[config.mk]
export PLATFORM = sky130hd
export DESIGN_NAME = spi_queue_master
export DESIGN_NICKNAME = d
export VERILOG_FILES = /design/src/rtl/qsm_pkg.sv /design/src/rtl/qsm_regs.sv /design/src/rtl/qsm_seq.sv /design/src/rtl/qsm_shift.sv /design/src/rtl/spi_queue_master.sv
export SDC_FILE = /design/constraint.sdc
export NUM_CORES = 1
export LEC_CHECK = 0
export ABC_AREA = 1
export BUFFER_PORTS_ARGS = -buffer_cell sky130_fd_sc_hd__buf_2
export CORE_ASPECT_RATIO = 1.5
export CORE_UTILIZATION = 45
export CTS_CLUSTER_DIAMETER = 100
export DETAILED_ROUTE_END_ITERATION = 7
export PLACE_DENSITY = 0.58
export SLEW_MARGIN = 20
export SYNTH_ARGS = -nofsm -noshare
export SYNTH_HDL_FRONTEND = slang
export SYNTH_SLANG_ARGS = --single-unit
[constraint.sdc]
create_clock -name clk_i -period 2.9 [get_ports clk_i]
set_input_delay 0.435 -clock clk_i [delete_from_list [all_inputs] [get_ports clk_i]]
set_output_delay 0.435 -clock clk_i [all_outputs]
set_load 0.02 [all_outputs]
[src/rtl/qsm_pkg.sv]
package qsm_pkg;
  localparam int unsigned ENTRIES = 16;
  localparam int unsigned PTR_W   = $clog2(ENTRIES);
  localparam int unsigned SLOTS   = 2 * ENTRIES;

  // word addresses
  localparam logic [7:0] A_FIRST = 8'h04;
  localparam logic [7:0] A_LAST  = 8'h05;
  localparam logic [7:0] A_CTRL  = 8'h06;
  localparam logic [7:0] A_STAT  = 8'h08;
  localparam logic [7:0] A_CUR   = 8'h09;
  localparam logic [7:0] A_TX    = 8'h10;
  localparam logic [7:0] A_RX    = 8'h30;
  localparam logic [7:0] A_CMD   = 8'h50;
  localparam logic [7:0] A_HOLD  = 8'h60;

  localparam int unsigned CTRL_RUN  = 6;
  localparam int unsigned CTRL_CONT = 7;
  localparam int unsigned CMD_DLY   = 4;
  localparam int unsigned CMD_KEEP  = 7;

  typedef enum logic [1:0] {SQ_IDLE, SQ_SETUP, SQ_WAIT} seq_state_e;
  typedef enum logic [1:0] {SH_IDLE, SH_DELAY, SH_LOW, SH_HIGH} sh_state_e;
endpackage

[src/rtl/qsm_regs.sv]
module qsm_regs
  import qsm_pkg::*;
(
  input  logic             clk_i,
  input  logic             rst_ni,
  input  logic             req_i,
  input  logic             we_i,
  input  logic [7:0]       addr_i,
  input  logic [31:0]      wdata_i,
  output logic [31:0]      rdata_o,
  input  logic [PTR_W-1:0] cur_ptr_i,
  input  logic             rx_we_i,
  input  logic [7:0]       rx_data_i,
  input  logic             finish_i,
  output logic             start_o,
  output logic [PTR_W-1:0] first_ptr_o,
  output logic [PTR_W-1:0] last_ptr_o,
  output logic             run_o,
  output logic             cont_o,
  output logic             hold_o,
  output logic             done_o,
  output logic [3:0]       ent_cs_o,
  output logic             ent_dly_o,
  output logic             ent_keep_o,
  output logic [7:0]       ent_tx_o
);

  logic wr;
  logic [7:0] tx_off, rx_off, cmd_off;
  logic tx_hit, rx_hit, cmd_hit;
  logic [PTR_W-1:0] tx_ent, rx_ent, cmd_ent;
  logic [7:0] tx_arr  [ENTRIES];
  logic [7:0] rx_arr  [ENTRIES];
  logic [7:0] cmd_arr [ENTRIES];
  logic [PTR_W-1:0] first_q, last_q;
  logic run_q, cont_q, done_q, hold_q;
  logic unused_bits;

  assign wr      = req_i & we_i;
  assign tx_off  = addr_i - A_TX;
  assign rx_off  = addr_i - A_RX;
  assign cmd_off = addr_i - A_CMD;
  assign tx_hit  = (addr_i >= A_TX)  && (addr_i < A_TX + 8'(SLOTS));
  assign rx_hit  = (addr_i >= A_RX)  && (addr_i < A_RX + 8'(SLOTS));
  assign cmd_hit = (addr_i >= A_CMD) && (addr_i < A_CMD + 8'(ENTRIES));
  assign tx_ent  = tx_off[PTR_W:1];
  assign rx_ent  = rx_off[PTR_W:1];
  assign cmd_ent = cmd_off[PTR_W-1:0];

  assign unused_bits = ^{wdata_i[31:8], tx_off[7:PTR_W+1], rx_off[7:PTR_W+1], cmd_off[7:PTR_W]};

  for (genvar e = 0; e < ENTRIES; e++) begin : g_ent
    logic [7:0] tx_q, cmd_q, rx_q;
    always_ff @(posedge clk_i or negedge rst_ni) begin
      if (!rst_ni) begin
        tx_q  <= '0;
        cmd_q <= '0;
        rx_q  <= '0;
      end else begin
        if (wr && tx_hit && !tx_off[0] && tx_ent == PTR_W'(e)) tx_q <= wdata_i[7:0];
        if (wr && cmd_hit && cmd_ent == PTR_W'(e))             cmd_q <= wdata_i[7:0];
        if (rx_we_i && cur_ptr_i == PTR_W'(e))                 rx_q <= rx_data_i;
      end
    end
    assign tx_arr[e]  = tx_q;
    assign cmd_arr[e] = cmd_q;
    assign rx_arr[e]  = rx_q;
  end

  assign start_o = wr && (addr_i == A_CTRL) && wdata_i[CTRL_RUN] && !run_q;

  always_ff @(posedge clk_i or negedge rst_ni) begin
    if (!rst_ni) begin
      first_q <= '0;
      last_q  <= '0;
      run_q   <= 1'b0;
      cont_q  <= 1'b0;
      done_q  <= 1'b0;
      hold_q  <= 1'b0;
    end else begin
      if (wr && addr_i == A_FIRST) first_q <= wdata_i[PTR_W-1:0];
      if (wr && addr_i == A_LAST)  last_q  <= wdata_i[PTR_W-1:0];
      if (wr && addr_i == A_CTRL)  cont_q  <= wdata_i[CTRL_CONT];
      if (wr && addr_i == A_HOLD)  hold_q  <= wdata_i[0];
      if (start_o)       run_q <= 1'b1;
      else if (finish_i) run_q <= 1'b0;
      if (finish_i)                                 done_q <= 1'b1;
      else if (wr && addr_i == A_STAT && !wdata_i[0]) done_q <= 1'b0;
    end
  end

  always_comb begin
    rdata_o = '0;
    if (tx_hit) begin
      if (!tx_off[0]) rdata_o[7:0] = tx_arr[tx_ent];
    end else if (rx_hit) begin
      if (rx_off[0]) rdata_o[7:0] = rx_arr[rx_ent];
    end else if (cmd_hit) begin
      rdata_o[7:0] = cmd_arr[cmd_ent];
    end else begin
      case (addr_i)
        A_FIRST: rdata_o[PTR_W-1:0] = first_q;
        A_LAST:  rdata_o[PTR_W-1:0] = last_q;
        A_CTRL: begin
          rdata_o[CTRL_RUN]  = run_q;
          rdata_o[CTRL_CONT] = cont_q;
        end
        A_STAT:  rdata_o[0] = done_q;
        A_CUR:   rdata_o[PTR_W-1:0] = cur_ptr_i;
        A_HOLD:  rdata_o[0] = hold_q;
        default: rdata_o = '0;
      endcase
    end
  end

  assign first_ptr_o = first_q;
  assign last_ptr_o  = last_q;
  assign run_o       = run_q;
  assign cont_o      = cont_q;
  assign hold_o      = hold_q;
  assign done_o      = done_q;
  assign ent_cs_o    = cmd_arr[cur_ptr_i][3:0];
  assign ent_dly_o   = cmd_arr[cur_ptr_i][CMD_DLY];
  assign ent_keep_o  = cmd_arr[cur_ptr_i][CMD_KEEP];
  assign ent_tx_o    = tx_arr[cur_ptr_i];

endmodule

[src/rtl/qsm_seq.sv]
module qsm_seq
  import qsm_pkg::*;
(
  input  logic             clk_i,
  input  logic             rst_ni,
  input  logic             start_i,
  input  logic [PTR_W-1:0] first_ptr_i,
  input  logic [PTR_W-1:0] last_ptr_i,
  input  logic [3:0]       ent_cs_i,
  input  logic             ent_keep_i,
  input  logic             cont_i,
  input  logic             hold_i,
  input  logic             byte_done_i,
  output logic             load_o,
  output logic [PTR_W-1:0] ptr_o,
  output logic             rx_we_o,
  output logic             finish_o,
  output logic [3:0]       cs_no
);

  seq_state_e state_q;
  logic [PTR_W-1:0] ptr_q;
  logic [3:0] cs_q;
  logic at_last;

  assign at_last  = (ptr_q == last_ptr_i);
  assign load_o   = (state_q == SQ_SETUP);
  assign rx_we_o  = (state_q == SQ_WAIT) && byte_done_i;
  assign finish_o = rx_we_o && at_last;

  always_ff @(posedge clk_i or negedge rst_ni) begin
    if (!rst_ni) begin
      state_q <= SQ_IDLE;
      ptr_q   <= '0;
      cs_q    <= 4'hF;
    end else begin
      case (state_q)
        SQ_IDLE: begin
          if (start_i) begin
            ptr_q   <= first_ptr_i;
            state_q <= SQ_SETUP;
          end else if (!hold_i && !cont_i) begin
            cs_q <= 4'hF;
          end
        end
        SQ_SETUP: begin
          cs_q    <= ent_cs_i;
          state_q <= SQ_WAIT;
        end
        SQ_WAIT: begin
          if (byte_done_i) begin
            // last entry keeps select when a run-spanning hold is active
            if (!ent_keep_i && !(at_last && (cont_i || hold_i))) cs_q <= 4'hF;
            if (at_last) begin
              state_q <= SQ_IDLE;
            end else begin
              ptr_q   <= ptr_q + 1'b1;
              state_q <= SQ_SETUP;
            end
          end
        end
        default: state_q <= SQ_IDLE;
      endcase
    end
  end

  assign ptr_o = ptr_q;
  assign cs_no = cs_q;

endmodule

[src/rtl/qsm_shift.sv]
module qsm_shift
  import qsm_pkg::*;
#(
  parameter int unsigned CLK_DIV = 4
) (
  input  logic       clk_i,
  input  logic       rst_ni,
  input  logic       load_i,
  input  logic [7:0] tx_i,
  input  logic       dly_i,
  input  logic       miso_i,
  output logic       sck_o,
  output logic       mosi_o,
  output logic [7:0] rx_o,
  output logic       done_o
);

  localparam int unsigned HALF = CLK_DIV / 2;
  localparam int unsigned CW   = (HALF > 1) ? $clog2(HALF) : 1;

  sh_state_e state_q;
  logic [CW-1:0] cnt_q;
  logic [2:0] bit_q;
  logic [7:0] txsh_q, rxsh_q;
  logic sck_q, done_q;
  logic half_end;

  assign half_end = (cnt_q == CW'(HALF - 1));

  always_ff @(posedge clk_i or negedge rst_ni) begin
    if (!rst_ni) begin
      state_q <= SH_IDLE;
      cnt_q   <= '0;
      bit_q   <= '0;
      txsh_q  <= '0;
      rxsh_q  <= '0;
      sck_q   <= 1'b0;
      done_q  <= 1'b0;
    end else begin
      done_q <= 1'b0;
      case (state_q)
        SH_IDLE: begin
          if (load_i) begin
            txsh_q  <= tx_i;
            bit_q   <= '0;
            cnt_q   <= '0;
            state_q <= dly_i ? SH_DELAY : SH_LOW;
          end
        end
        SH_DELAY: begin
          cnt_q   <= '0;
          state_q <= SH_LOW;
        end
        SH_LOW: begin
          if (half_end) begin
            cnt_q   <= '0;
            sck_q   <= 1'b1;
            rxsh_q  <= {rxsh_q[6:0], miso_i};
            state_q <= SH_HIGH;
          end else begin
            cnt_q <= cnt_q + 1'b1;
          end
        end
        SH_HIGH: begin
          if (half_end) begin
            cnt_q <= '0;
            sck_q <= 1'b0;
            if (bit_q == 3'd7) begin
              done_q  <= 1'b1;
              state_q <= SH_IDLE;
            end else begin
              bit_q   <= bit_q + 1'b1;
              txsh_q  <= {txsh_q[6:0], 1'b0};
              state_q <= SH_LOW;
            end
          end else begin
            cnt_q <= cnt_q + 1'b1;
          end
        end
        default: state_q <= SH_IDLE;
      endcase
    end
  end

  assign sck_o  = sck_q;
  assign mosi_o = txsh_q[7];
  assign rx_o   = rxsh_q;
  assign done_o = done_q;

endmodule

[src/rtl/spi_queue_master.sv]
module spi_queue_master
  import qsm_pkg::*;
#(
  parameter int unsigned CLK_DIV = 4
) (
  input  logic        clk_i,
  input  logic        rst_ni,
  input  logic        req_i,
  input  logic        we_i,
  input  logic [7:0]  addr_i,
  input  logic [31:0] wdata_i,
  output logic [31:0] rdata_o,
  output logic        sck_o,
  output logic        mosi_o,
  input  logic        miso_i,
  output logic [3:0]  cs_no,
  output logic        irq_o
);

  logic start, spe, cont_after, wlock, done, finish, load, rx_we, byte_done;
  logic ent_dly, ent_keep;
  logic [3:0] ent_cs;
  logic [7:0] ent_tx, rx_byte;
  logic [PTR_W-1:0] ptr, first_ptr, last_ptr;

  qsm_regs u_regs (
    .clk_i       (clk_i),
    .rst_ni      (rst_ni),
    .req_i       (req_i),
    .we_i        (we_i),
    .addr_i      (addr_i),
    .wdata_i     (wdata_i),
    .rdata_o     (rdata_o),
    .cur_ptr_i   (ptr),
    .rx_we_i     (rx_we),
    .rx_data_i   (rx_byte),
    .finish_i    (finish),
    .start_o     (start),
    .first_ptr_o (first_ptr),
    .last_ptr_o  (last_ptr),
    .run_o       (spe),
    .cont_o      (cont_after),
    .hold_o      (wlock),
    .done_o      (done),
    .ent_cs_o    (ent_cs),
    .ent_dly_o   (ent_dly),
    .ent_keep_o  (ent_keep),
    .ent_tx_o    (ent_tx)
  );

  qsm_seq u_seq (
    .clk_i       (clk_i),
    .rst_ni      (rst_ni),
    .start_i     (start),
    .first_ptr_i (first_ptr),
    .last_ptr_i  (last_ptr),
    .ent_cs_i    (ent_cs),
    .ent_keep_i  (ent_keep),
    .cont_i      (cont_after),
    .hold_i      (wlock),
    .byte_done_i (byte_done),
    .load_o      (load),
    .ptr_o       (ptr),
    .rx_we_o     (rx_we),
    .finish_o    (finish),
    .cs_no       (cs_no)
  );

  qsm_shift #(.CLK_DIV(CLK_DIV)) u_shift (
    .clk_i  (clk_i),
    .rst_ni (rst_ni),
    .load_i (load),
    .tx_i   (ent_tx),
    .dly_i  (ent_dly),
    .miso_i (miso_i),
    .sck_o  (sck_o),
    .mosi_o (mosi_o),
    .rx_o   (rx_byte),
    .done_o (byte_done)
  );

  assign irq_o = done;

endmodule

==> results of run 1 <==
==> registers in the layout, summed over array words and instances, names as in the netlist, 3 cells and up <==
| signal | flops |
|---|---|
| u_regs.first_ptr_o | 4 |
| u_regs.g_ent.cmd_q | 128 |
| u_regs.g_ent.rx_q | 128 |
| u_regs.g_ent.tx_q | 128 |
| u_regs.last_ptr_o | 4 |
| u_seq.cs_no | 4 |
| u_seq.ptr_o | 4 |
| u_shift.bit_q | 3 |
| u_shift.rx_o | 8 |
| u_shift.txsh_q | 8 |
==> cells in the final DEF, fill, tap and decap left out, types with 5 or more instances in the layout <==
master,instances
a22oi_1,83
a21oi_1,62
inv_1,101
nand4_1,31
clkinv_2,9
nor2_1,216
conb_1,24
dfrtp_1,424
buf_2,33
nor2_2,6
o21ai_0,495
nor3_4,5
o22ai_1,44
clkbuf_16,45
clkbuf_1,10
ha_1,6
o211ai_1,14
o21ai_1,17
clkbuf_8,9
nand3_1,68
buf_4,80
nor3_2,5
inv_2,5
nand2_1,968
buf_12,22
==> power by group through the flow <==
| stage | Sequential, mW | Clock, mW | Combinational (mW) |
|---|---|---|---|
| after floorplan | 6.49 | 0 | 0.911 |
| after global placement | 6.50 | 0 | 1.60 |
| after detailed placement | 6.51 | 0 | 1.63 |
| after CTS | 6.40 | 6.01 | 1.64 |
| after global routing | 6.43 | 6.22 | 1.80 |
| final | 6.41 | 5.89 | 1.62 |
==> path summary, 6_finish.rpt <==
path                            depth (start not counted)           start                        to
max in group asynchronous                               3          rst_ni  u_regs.g_ent[11].rx_q[2]
worst min-delay path                                    3          miso_i           u_shift.rx_o[0]
worst min register to register                          2  u_seq.cs_no[0]            u_seq.cs_no[0]
worst max-delay path                                    7  u_seq.ptr_o[0]                rdata_o[0]
min in group asynchronous                               2          rst_ni  u_regs.g_ent[4].cmd_q[1]
worst max register to register                          6  u_seq.ptr_o[1]   u_regs.g_ent[4].rx_q[5]
==> cell type report <==
cell class,count,area share
clock buffers,64,0.05367
multi-input cells,2064,0.3898
well taps,594,0.03098
repair buffers,138,0.05164
inverters,107,0.01695
clock inverters,16,0.007929
flip-flops and latches,430,0.4490
==> timing repair <==
action	4_1_cts	5_1_grt
hold buffers	1	0
pin swaps	0	0
endpoints found under the setup margin	1	3
gates resized for setup	2	4
endpoints found under the hold margin	54	0
==> through the flow <==
| stage | hold slack, ns | worst slack (ns) | instances | utilization | power (mW) |
|---|---|---|---|---|---|
| floorplan | 0.1394 | 0.6374 | 2802 | - | 7.399 |
| global placement | 0.4444 | 0.1024 | 3332 | 0.4812 | 8.109 |
| detailed placement | 0.4422 | 0.1339 | 3332 | 0.4812 | 8.141 |
| CTS | 0.1020 | 0.07512 | 3413 | 0.5132 | 14.04 |
| global route | 0.1245 | 0.007398 | 3413 | 0.5133 | 14.45 |
| finish | 0.1263 | 0.009262 | 3413 | 0.5133 | 13.92 |
==> per-layer routing <==
metal  track usage  routed length (µm)  part of all wire
met1        0.3609               27810              0.39
met2        0.5109               34960              0.49
met3       0.03485                3997             0.056
met4        0.2064                4904             0.068
met5             0                   0                 0
==> worst min-delay path: stages <==
cell and delay [ns]:
buf_2 0.08, nor2_1 0.03, a21oi_1 0.10
==> logic make-up after synthesis <==
group | count (synthesis) | share of synthesized area
adders and majority gates | 6 | 0.003521
buffers and inverters | 308 | 0.06156
other | 1 | 0.0001759
AOI/OAI and AO/OA | 723 | 0.1850
DFF | 430 | 0.5050
and+or+nand+nor | 1311 | 0.2448
==> results by group, run 1 <==
Logic synthesis
  – Post-synthesis sequential area ratio: 0.5050
  – Post-Syn Area: 21320 µm²
  – Most area-consuming cells after synthesis: dfrtp_1 50%, nand2_1 17%, o21ai_0 12%
  – Post-synth ARST share: 1.000
  – Unique masters post-synth: 34
  – Post-synth EDFFs: 0
  – Synth Area per Inst: 7.672 µm²
  – Cells after Synth: 2779
  – FF+latch count, synth: 430
  – Warnings from Yosys: 0
  – Synth top area share: 0.5000
  – Synth cell count leaders: 968 x nand2_1, 496 x o21ai_0, 426 x dfrtp_1
  – Top_reg_cell synth: dfrtp_1
  – Cell accounting for the most synthesized area: dfrtp_1
  – Top-count cell post-synth: nand2_1

Worst setup path
  – Startpoint type of the worst setup path: flip-flop
  – Most frequent CP cell: nor2_1
  – Slowest cell delay on critical path: 0.58 ns
  – CP endpoint kind: output port
  – Cell Chain, Critical Path: inv_6, o21ai_0, nor2_1, nand2_1, nor2_1, nand3_1, buf_2
  – Family with the most delay on the worst path: simple AND/OR/NAND/NOR gates
  – Slowest CP cell: dfrtp_4
  – Internal reg-to-reg setup slack: 0.43 ns
  – WP data required: 2.47 ns
  – WP buf/inv: 2
  – Critical path type: flip-flop to output port
  – Critical Path AT: 2.46 ns
  – CP max FO: 26

Placement
  – DP HPWL: 48330 µm
  – DP Area: 22490 µm²
  – Routability Congestion: 0.9734
  – Port bufs: 35

Clock network
  – Clock Root Buffer: clkbuf_16
  – Clock Tree Buf Depth: 3
  – Post-CTS Setup Bufs: 0
  – TritonCTS Sinks: 430
  – H-tree levels: 2
  – Inserted Clock Buffers: 44
  – Clk_lat worst skew: 0.57 ns
  – CTS tree: done
  – Clk slew on worst S/H paths: roughly 0.060 ns

Cells and area
  – Sequential cell area: 10770 µm²
  – Area grow syn2layout: 12.51%
  – Ant diodes: 0
  – Design Area, Final: between 20000 and 25000 µm²
  – Fin nets: 2836
  – Area occupied by multi-input gates: 9350 µm²
  – Layout cells sized above 1: 0.08691
  – Number of fill cells in the layout: 4531

Job
  – MaxCap Viol Count: 0

STA
  – Fin Setup TNS: 0 ns
  – Slew @ Worst Pin: 0.7014 ns
  – Final Cycle Share: 0.9968
  – Final hold violations: 0
  – Max transition margin: 0.5311
  – Setup violators final: 0
  – F_max: 0.3459 GHz
  – Setup Skew: 0.02431 ns
  – Pins over their slew limit: 0
  – RSZ-0062 raised after global routing: false
  – Min Tclk post-route: 2.891 ns

Floorplanning
  – Boundary pin count: 84
  – DIE AREA: 48270 µm²
  – Initial Utilization: 0.4563
  – Die width: 179.7 µm
  – # rows: between 90 and 100
  – Core area: approximately 47000 µm²
  – Die Height: about 270 µm

Power
  – Seq pwr share: 0.460
  – P_leak: about 11 nW
  – Comb power frac: 0.116
  – Internal power: 10.09 mW
  – Peak VDD IR: 0.0005315 V
  – Pwr Density: 580.2 nW/µm²
  – Sw Pwr: approximately 3.8 mW
  – Sw frac: 0.2753
  – Clock Power Share: 0.423

Drt
  – DR DRC count: 8
  – Vias: 19.40k
  – DR pass1 iterations: 8
  – Antenna-violating nets left: 0
  – DRT iter0 DRCs: roughly 1.7k
  – Drt total wl: 71670 µm
  – Drt via density: 5.685
  – Wire per inst: around 21 µm

GRT
  – First-pass GRT wire length: between 100000 and 150000 µm
  – Remaining Overflow, GRT: 0
  – Largest net degree at the start of global routing: 69
  – Tot GR Track Use: 0.3008
  – Initial antenna violation count: 0
  – Vias in the first global route: ~19k

Outcome
  – Status: complete, but fails checks
  – Failing checks: DRC

Worst hold path
  – Hold crit path type: input port to flip-flop
Note: power is estimated with default switching activity, not from simulation.
==> inputs of run 2 (changes only) <==
Settings changed: CTS_BUF_LIST set to sky130_fd_sc_hd__clkbuf_16.
==> results by group, run 2 (synthesis results as in run 1) <==
Drt
  – Antenna-violating nets left: 0
  – DR DRC count: 8
  – DR pass1 iterations: 8
  – Drt via density: 5.686
  – DRT iter0 DRCs: 1718
  – Wire per inst: 20.96 µm
  – Vias: 19.41k
  – Drt total wl: 71550 µm

Floorplanning
  – Core area: approximately 47000 µm²
  – Die width: 179.7 µm
  – # rows: between 90 and 100
  – Boundary pin count: 84
  – DIE AREA: 48270 µm²
  – Die Height: roughly 270 µm
  – Initial Utilization: 0.4563

Clock network
  – Clk_lat worst skew: 0.57 ns
  – TritonCTS Sinks: 430
  – H-tree levels: 2
  – Clock Root Buffer: clkbuf_16
  – CTS tree: done
  – Inserted Clock Buffers: 44
  – Clk slew on worst S/H paths: around 0.060 ns
  – Clock Tree Buf Depth: 3

Worst setup path
  – Startpoint type of the worst setup path: input port
  – CP endpoint kind: output port
  – Critical Path AT: between 2 and 2.5 ns
  – CP max FO: 16
  – WP data required: 2.47 ns
  – Slowest CP cell: o21ai_0
  – Family with the most delay on the worst path: simple AND/OR/NAND/NOR gates
  – Internal reg-to-reg setup slack: 0.44 ns
  – WP buf/inv: 5
  – Reg2reg path depth: 6
  – Critical path type: input port to output port
  – R2R Path End: u_regs.g_ent[4].rx_q[5]
  – RR Startpoint: u_seq.ptr_o[1]
  – Most frequent CP cell: nand2_1
  – Cell Chain, Critical Path: buf_2, buf_12, nand2_2, inv_2, buf_12, nand2_1, nand4_1, nand2_1, nand2_1, o21ai_0, nand3_1, buf_2
  – Slowest cell delay on critical path: 0.37 ns

Cells and area
  – Commonest non-fill, non-tap cell in the layout: nand2_1
  – Most frequent cells in the layout: 968 x nand2_1, 495 x o21ai_0, 424 x dfrtp_1, 216 x nor2_1, 111 x inv_1
  – Fin nets: between 2k and 3k
  – Design Area, Final: 23900 µm²
  – Area grow syn2layout: 12.09%
  – Layout cells sized above 1: 0.08372
  – Ant diodes: 0
  – Non-Filler Instances: around 3.4k
  – Largest regs: u_regs.g_ent.cmd_q: 128 flops, u_regs.g_ent.rx_q: 128 flops, u_regs.g_ent.tx_q: 128 flops

Worst hold path
  – Worst Hold Launch: miso_i
  – Hold crit path type: input port to flip-flop
  – Hold path depth: 3
  – Endpoint, Worst Hold: u_shift.rx_o[0]

STA
  – Min Tclk post-route: 2.907 ns
  – Max transition margin: 0.5373
  – Final Cycle Share: 1.002
  – Pins over their slew limit: 0
  – F_max: between 0.3 and 0.4 GHz
  – Fin Setup TNS: -0.006702 ns
  – Setup violators final: 1
  – Final hold slack: 0.1269 ns
  – RSZ-0062 raised after global routing: false
  – Slew @ Worst Pin: 0.6921 ns
  – Final hold violations: 0
  – Final worst slack: -0.006702 ns
  – Setup Skew: 0.02243 ns

GRT
  – Largest net degree at the start of global routing: 69
  – Initial antenna violation count: 0
  – First-pass GRT wire length: around 110000 µm
  – Vias in the first global route: 18.69k
  – Tot GR Track Use: 0.3007
  – Remaining Overflow, GRT: 0

Job
  – MaxCap Viol Count: 0

Outcome
  – Status: complete, but fails checks
  – Failing checks: DRC, setup timing

Placement
  – DP HPWL: roughly 48000 µm
  – Inst Count DP: 3332
  – DP Area: 22490 µm²
  – Port bufs: 35
  – Routability Congestion: around 0.97

Power
  – Peak VDD IR: around 0.00054 V
  – Design Power: 13.64 mW
  – Pwr Density: 570.7 nW/µm²
  – P_leak: 11.27 nW
## run 2: worst max path at each step
stage	from	to	slack [ns]	cells after the start
floorplan	addr_i[2]	rdata_o[1]	0.64	9
global placement	addr_i[0]	rdata_o[2]	0.10	14
detailed placement	addr_i[2]	rdata_o[7]	0.13	12
CTS	u_seq.ptr_o[0]	rdata_o[0]	0.08	7
global route	addr_i[1]	rdata_o[4]	0.004	13
finish	addr_i[1]	rdata_o[1]	-0.007	12
## run 2: metrics by stage
step	setup WS, ns	util
after global routing	0.004435	0.5114
final	-0.006702	0.5114
after detailed placement	0.1339	0.4812
after floorplan	0.6374	-
after global placement	0.1024	0.4812
after CTS	0.07818	0.5113
## run 2: power breakdown
group	leakage (nW)	internal (mW)	switching (mW)	total [mW]
sequential	5.92	6.24	0.164	6.41
combinational	4.63	0.404	1.22	1.62
clock	0.723	3.17	2.45	5.61
total	11.3	9.81	3.83	13.6
## run 2: cell type report
cell class | instances | area [µm²]
repair buffers | 138 | 1239
fillers | 4552 | 22830
flip-flops and latches | 430 | 10770
multi-input cells | 2064 | 9350
clock inverters | 35 | 261.5
inverters | 107 | 406.6
clock buffers | 45 | 1126
well taps | 594 | 743.2
## run 2: what timing repair did
action	CTS	global route
setup endpoints to repair	1	3
hold endpoints to repair	54	0
buffers inserted	0	0
hold buffers	1	0
resized for setup	2	4
## run 2: worst min-delay path, cell delays in order
cell	delay, ns
buf_2	0.08
nor2_1	0.03
a21oi_1	0.10
## run 2: routing by layer
layer  vias to the layer above  global-route usage  routed length [µm]  share of wire
met5                         -                   0                   0              0
met4                         0              0.2069                4871          0.068
met3                       214             0.03498                3861          0.054
met2                       741              0.5104               34860           0.49
met1                      9327              0.3608               27960           0.39
li1                       9123                   -                   -              -
==> inputs of run 3 (changes only) <==
Settings changed: SETUP_SLACK_MARGIN set to 0.4.
==> results by group, run 3 (synthesis results as in run 1) <==
STA
  – Slew @ Worst Pin: around 0.7 ns
  – Final hold violations: 0
  – Pins over their slew limit: 0
  – Max transition margin: 0.5323
  – Setup violators final: 0
  – F_max: around 0.4 GHz
  – Final Cycle Share: 0.8817
  – Fin Setup TNS: 0 ns
  – Min Tclk post-route: around 2.6 ns
  – RSZ-0062 raised after global routing: true
  – Setup Skew: 0.01947 ns
  – Final hold slack: 0.1232 ns

GRT
  – Tot GR Track Use: 0.3059
  – Vias in the first global route: between 15k and 20k
  – Initial antenna violation count: 0
  – First-pass GRT wire length: ~110000 µm
  – Largest net degree at the start of global routing: 69
  – Remaining Overflow, GRT: 0

Floorplanning
  – DIE AREA: 48270 µm²
  – Initial Utilization: 0.4563
  – Die Height: 268.6 µm
  – # rows: 97
  – Core area: 46730 µm²
  – Boundary pin count: 84
  – Die width: 179.7 µm

Worst setup path
  – CP max FO: 3
  – Critical Path AT: 2.12 ns
  – CP endpoint kind: output port
  – Slowest CP cell: dfrtp_1
  – Cell Chain, Critical Path: inv_1, nor2_1, a21oi_1, nand2_1, nand2_1, nand2_1, nor2_1, nor2_1, nor2_2, nand3_2, buf_6
  – Critical path type: flip-flop to output port
  – Slowest cell delay on critical path: 0.40 ns
  – WP data required: 2.47 ns
  – Startpoint type of the worst setup path: flip-flop

Cells and area
  – Layout cells sized above 1: 0.1156
  – Fin nets: 2855
  – Largest regs: u_regs.g_ent.cmd_q: 128 flops, u_regs.g_ent.rx_q: 128 flops, u_regs.g_ent.tx_q: 128 flops
  – Sequential cell area: 10770 µm²
  – Area grow syn2layout: 15.13%
  – Number of fill cells in the layout: 4513
  – Commonest non-fill, non-tap cell in the layout: nand2_1
  – Ant diodes: 0
  – Area occupied by multi-input gates: 9635 µm²
  – Most frequent cells in the layout: 945 x nand2_1, 479 x o21ai_0, 424 x dfrtp_1, 209 x nor2_1, 105 x inv_1

Power
  – Pwr Density: about 560 nW/µm²
  – Design Power: 13.73 mW
  – P_leak: roughly 12 nW
  – Peak VDD IR: 0.0005301 V

Job
  – MaxCap Viol Count: 0

Placement
  – DP HPWL: 48330 µm
  – Port bufs: 35
  – Routability Congestion: about 0.97

Clock network
  – CTS tree: done
  – TritonCTS Sinks: 430
  – Clock Tree Buf Depth: 3
  – H-tree levels: 2
  – Clock Root Buffer: clkbuf_16
  – Clk slew on worst S/H paths: 0.06 ns
  – Clk_lat worst skew: ~0.57 ns
  – Inserted Clock Buffers: 44

Drt
  – DRT iter0 DRCs: 1791
  – DR pass1 iterations: 8
  – Antenna-violating nets left: 0
  – Wire per inst: 21.34 µm
  – DR DRC count: 8
  – Vias: slightly below 20k
  – Drt total wl: 73250 µm
  – Drt via density: ~5.7

Outcome
  – Failing checks: DRC
  – Status: complete, but fails checks

Worst hold path
  – Hold crit path type: input port to flip-flop
[run 3: changes by cell type in the layout (fill, tap and decap cells not counted), sizes merged]
cell / previous run / this run
clkbuf: 46 / 45
buf: 136 / 155
clkinvlp: 1 / 3
inv: 119 / 118
[run 3: report_power, final]
| part | switching [mW] | internal [mW] |
|---|---|---|
| registers | 0.166 | 6.24 |
| logic | 1.25 | 0.447 |
| clock network | 2.46 | 3.17 |
| total | 3.87 | 9.85 |
[run 3: per-layer routing]
| metal | GRT usage | vias to the layer above | part of all wire |
|---|---|---|---|
| met3 | 0.03444 | 221 | 0.052 |
| li1 | - | 9166 | - |
| met4 | 0.2095 | 0 | 0.066 |
| met2 | 0.5214 | 746 | 0.49 |
| met5 | 0 | - | 0 |
| met1 | 0.3663 | 9509 | 0.39 |
[run 3: area by class of cell]
| class | count | share of cell area |
|---|---|---|
| clock buffers | 45 | 0.04588 |
| clock inverters | 35 | 0.01065 |
| inverters | 107 | 0.01759 |
| multi-input cells | 2064 | 0.3926 |
| flip-flops and latches | 430 | 0.4388 |
| well taps | 594 | 0.03028 |
| repair buffers | 156 | 0.06387 |
| repair inverters | 1 | 0.0003568 |
[run 3: what timing repair did]
action / CTS / global route
pin swaps: 26 / 21
hold buffers: 1 / 0
setup endpoints to repair: 48 / 25
gates cloned: 5 / 0
endpoints found under the hold margin: 54 / 0
buffers inserted: 13 / 1
gates resized for setup: 94 / 49
[run 3: stage by stage]
step	setup slack (ns)	instance area, µm²	cells	utilization
floorplan	0.6374	21410	2802	-
CTS	0.3430	24380	3431	0.5217
detailed placement	0.1339	22490	3332	0.4812
global route	0.2599	24540	3432	0.5253
global placement	0.1024	22490	3332	0.4812
finish	0.3431	24540	3432	0.5253
[run 3: path summary, 6_finish.rpt]
path	cells after the start	start	slack, ns	to
max in group asynchronous	3	rst_ni	1.57	u_regs.g_ent[11].rx_q[2]
min in group asynchronous	2	rst_ni	0.44	u_regs.g_ent[4].cmd_q[1]
worst max-delay path	11	u_regs.g_ent[15].cmd_q[0]	0.34	rdata_o[0]
worst min-delay path	3	miso_i	0.12	u_shift.rx_o[0]
worst max register to register	9	u_seq.ptr_o[0]	0.47	u_shift.txsh_q[2]
worst min register to register	2	u_seq.cs_no[0]	0.46	u_seq.cs_no[0]
[run 3: critical path: cells and delay by family, from the launching register on]
| family | cells | cell delay (ns) |
|---|---|---|
| buffers and inverters | 2 | 0.22 |
| AOI/OAI and AO/OA | 1 | 0.11 |
| and+or+nand+nor | 8 | 0.83 |
| DFF | 1 | 0.40 |
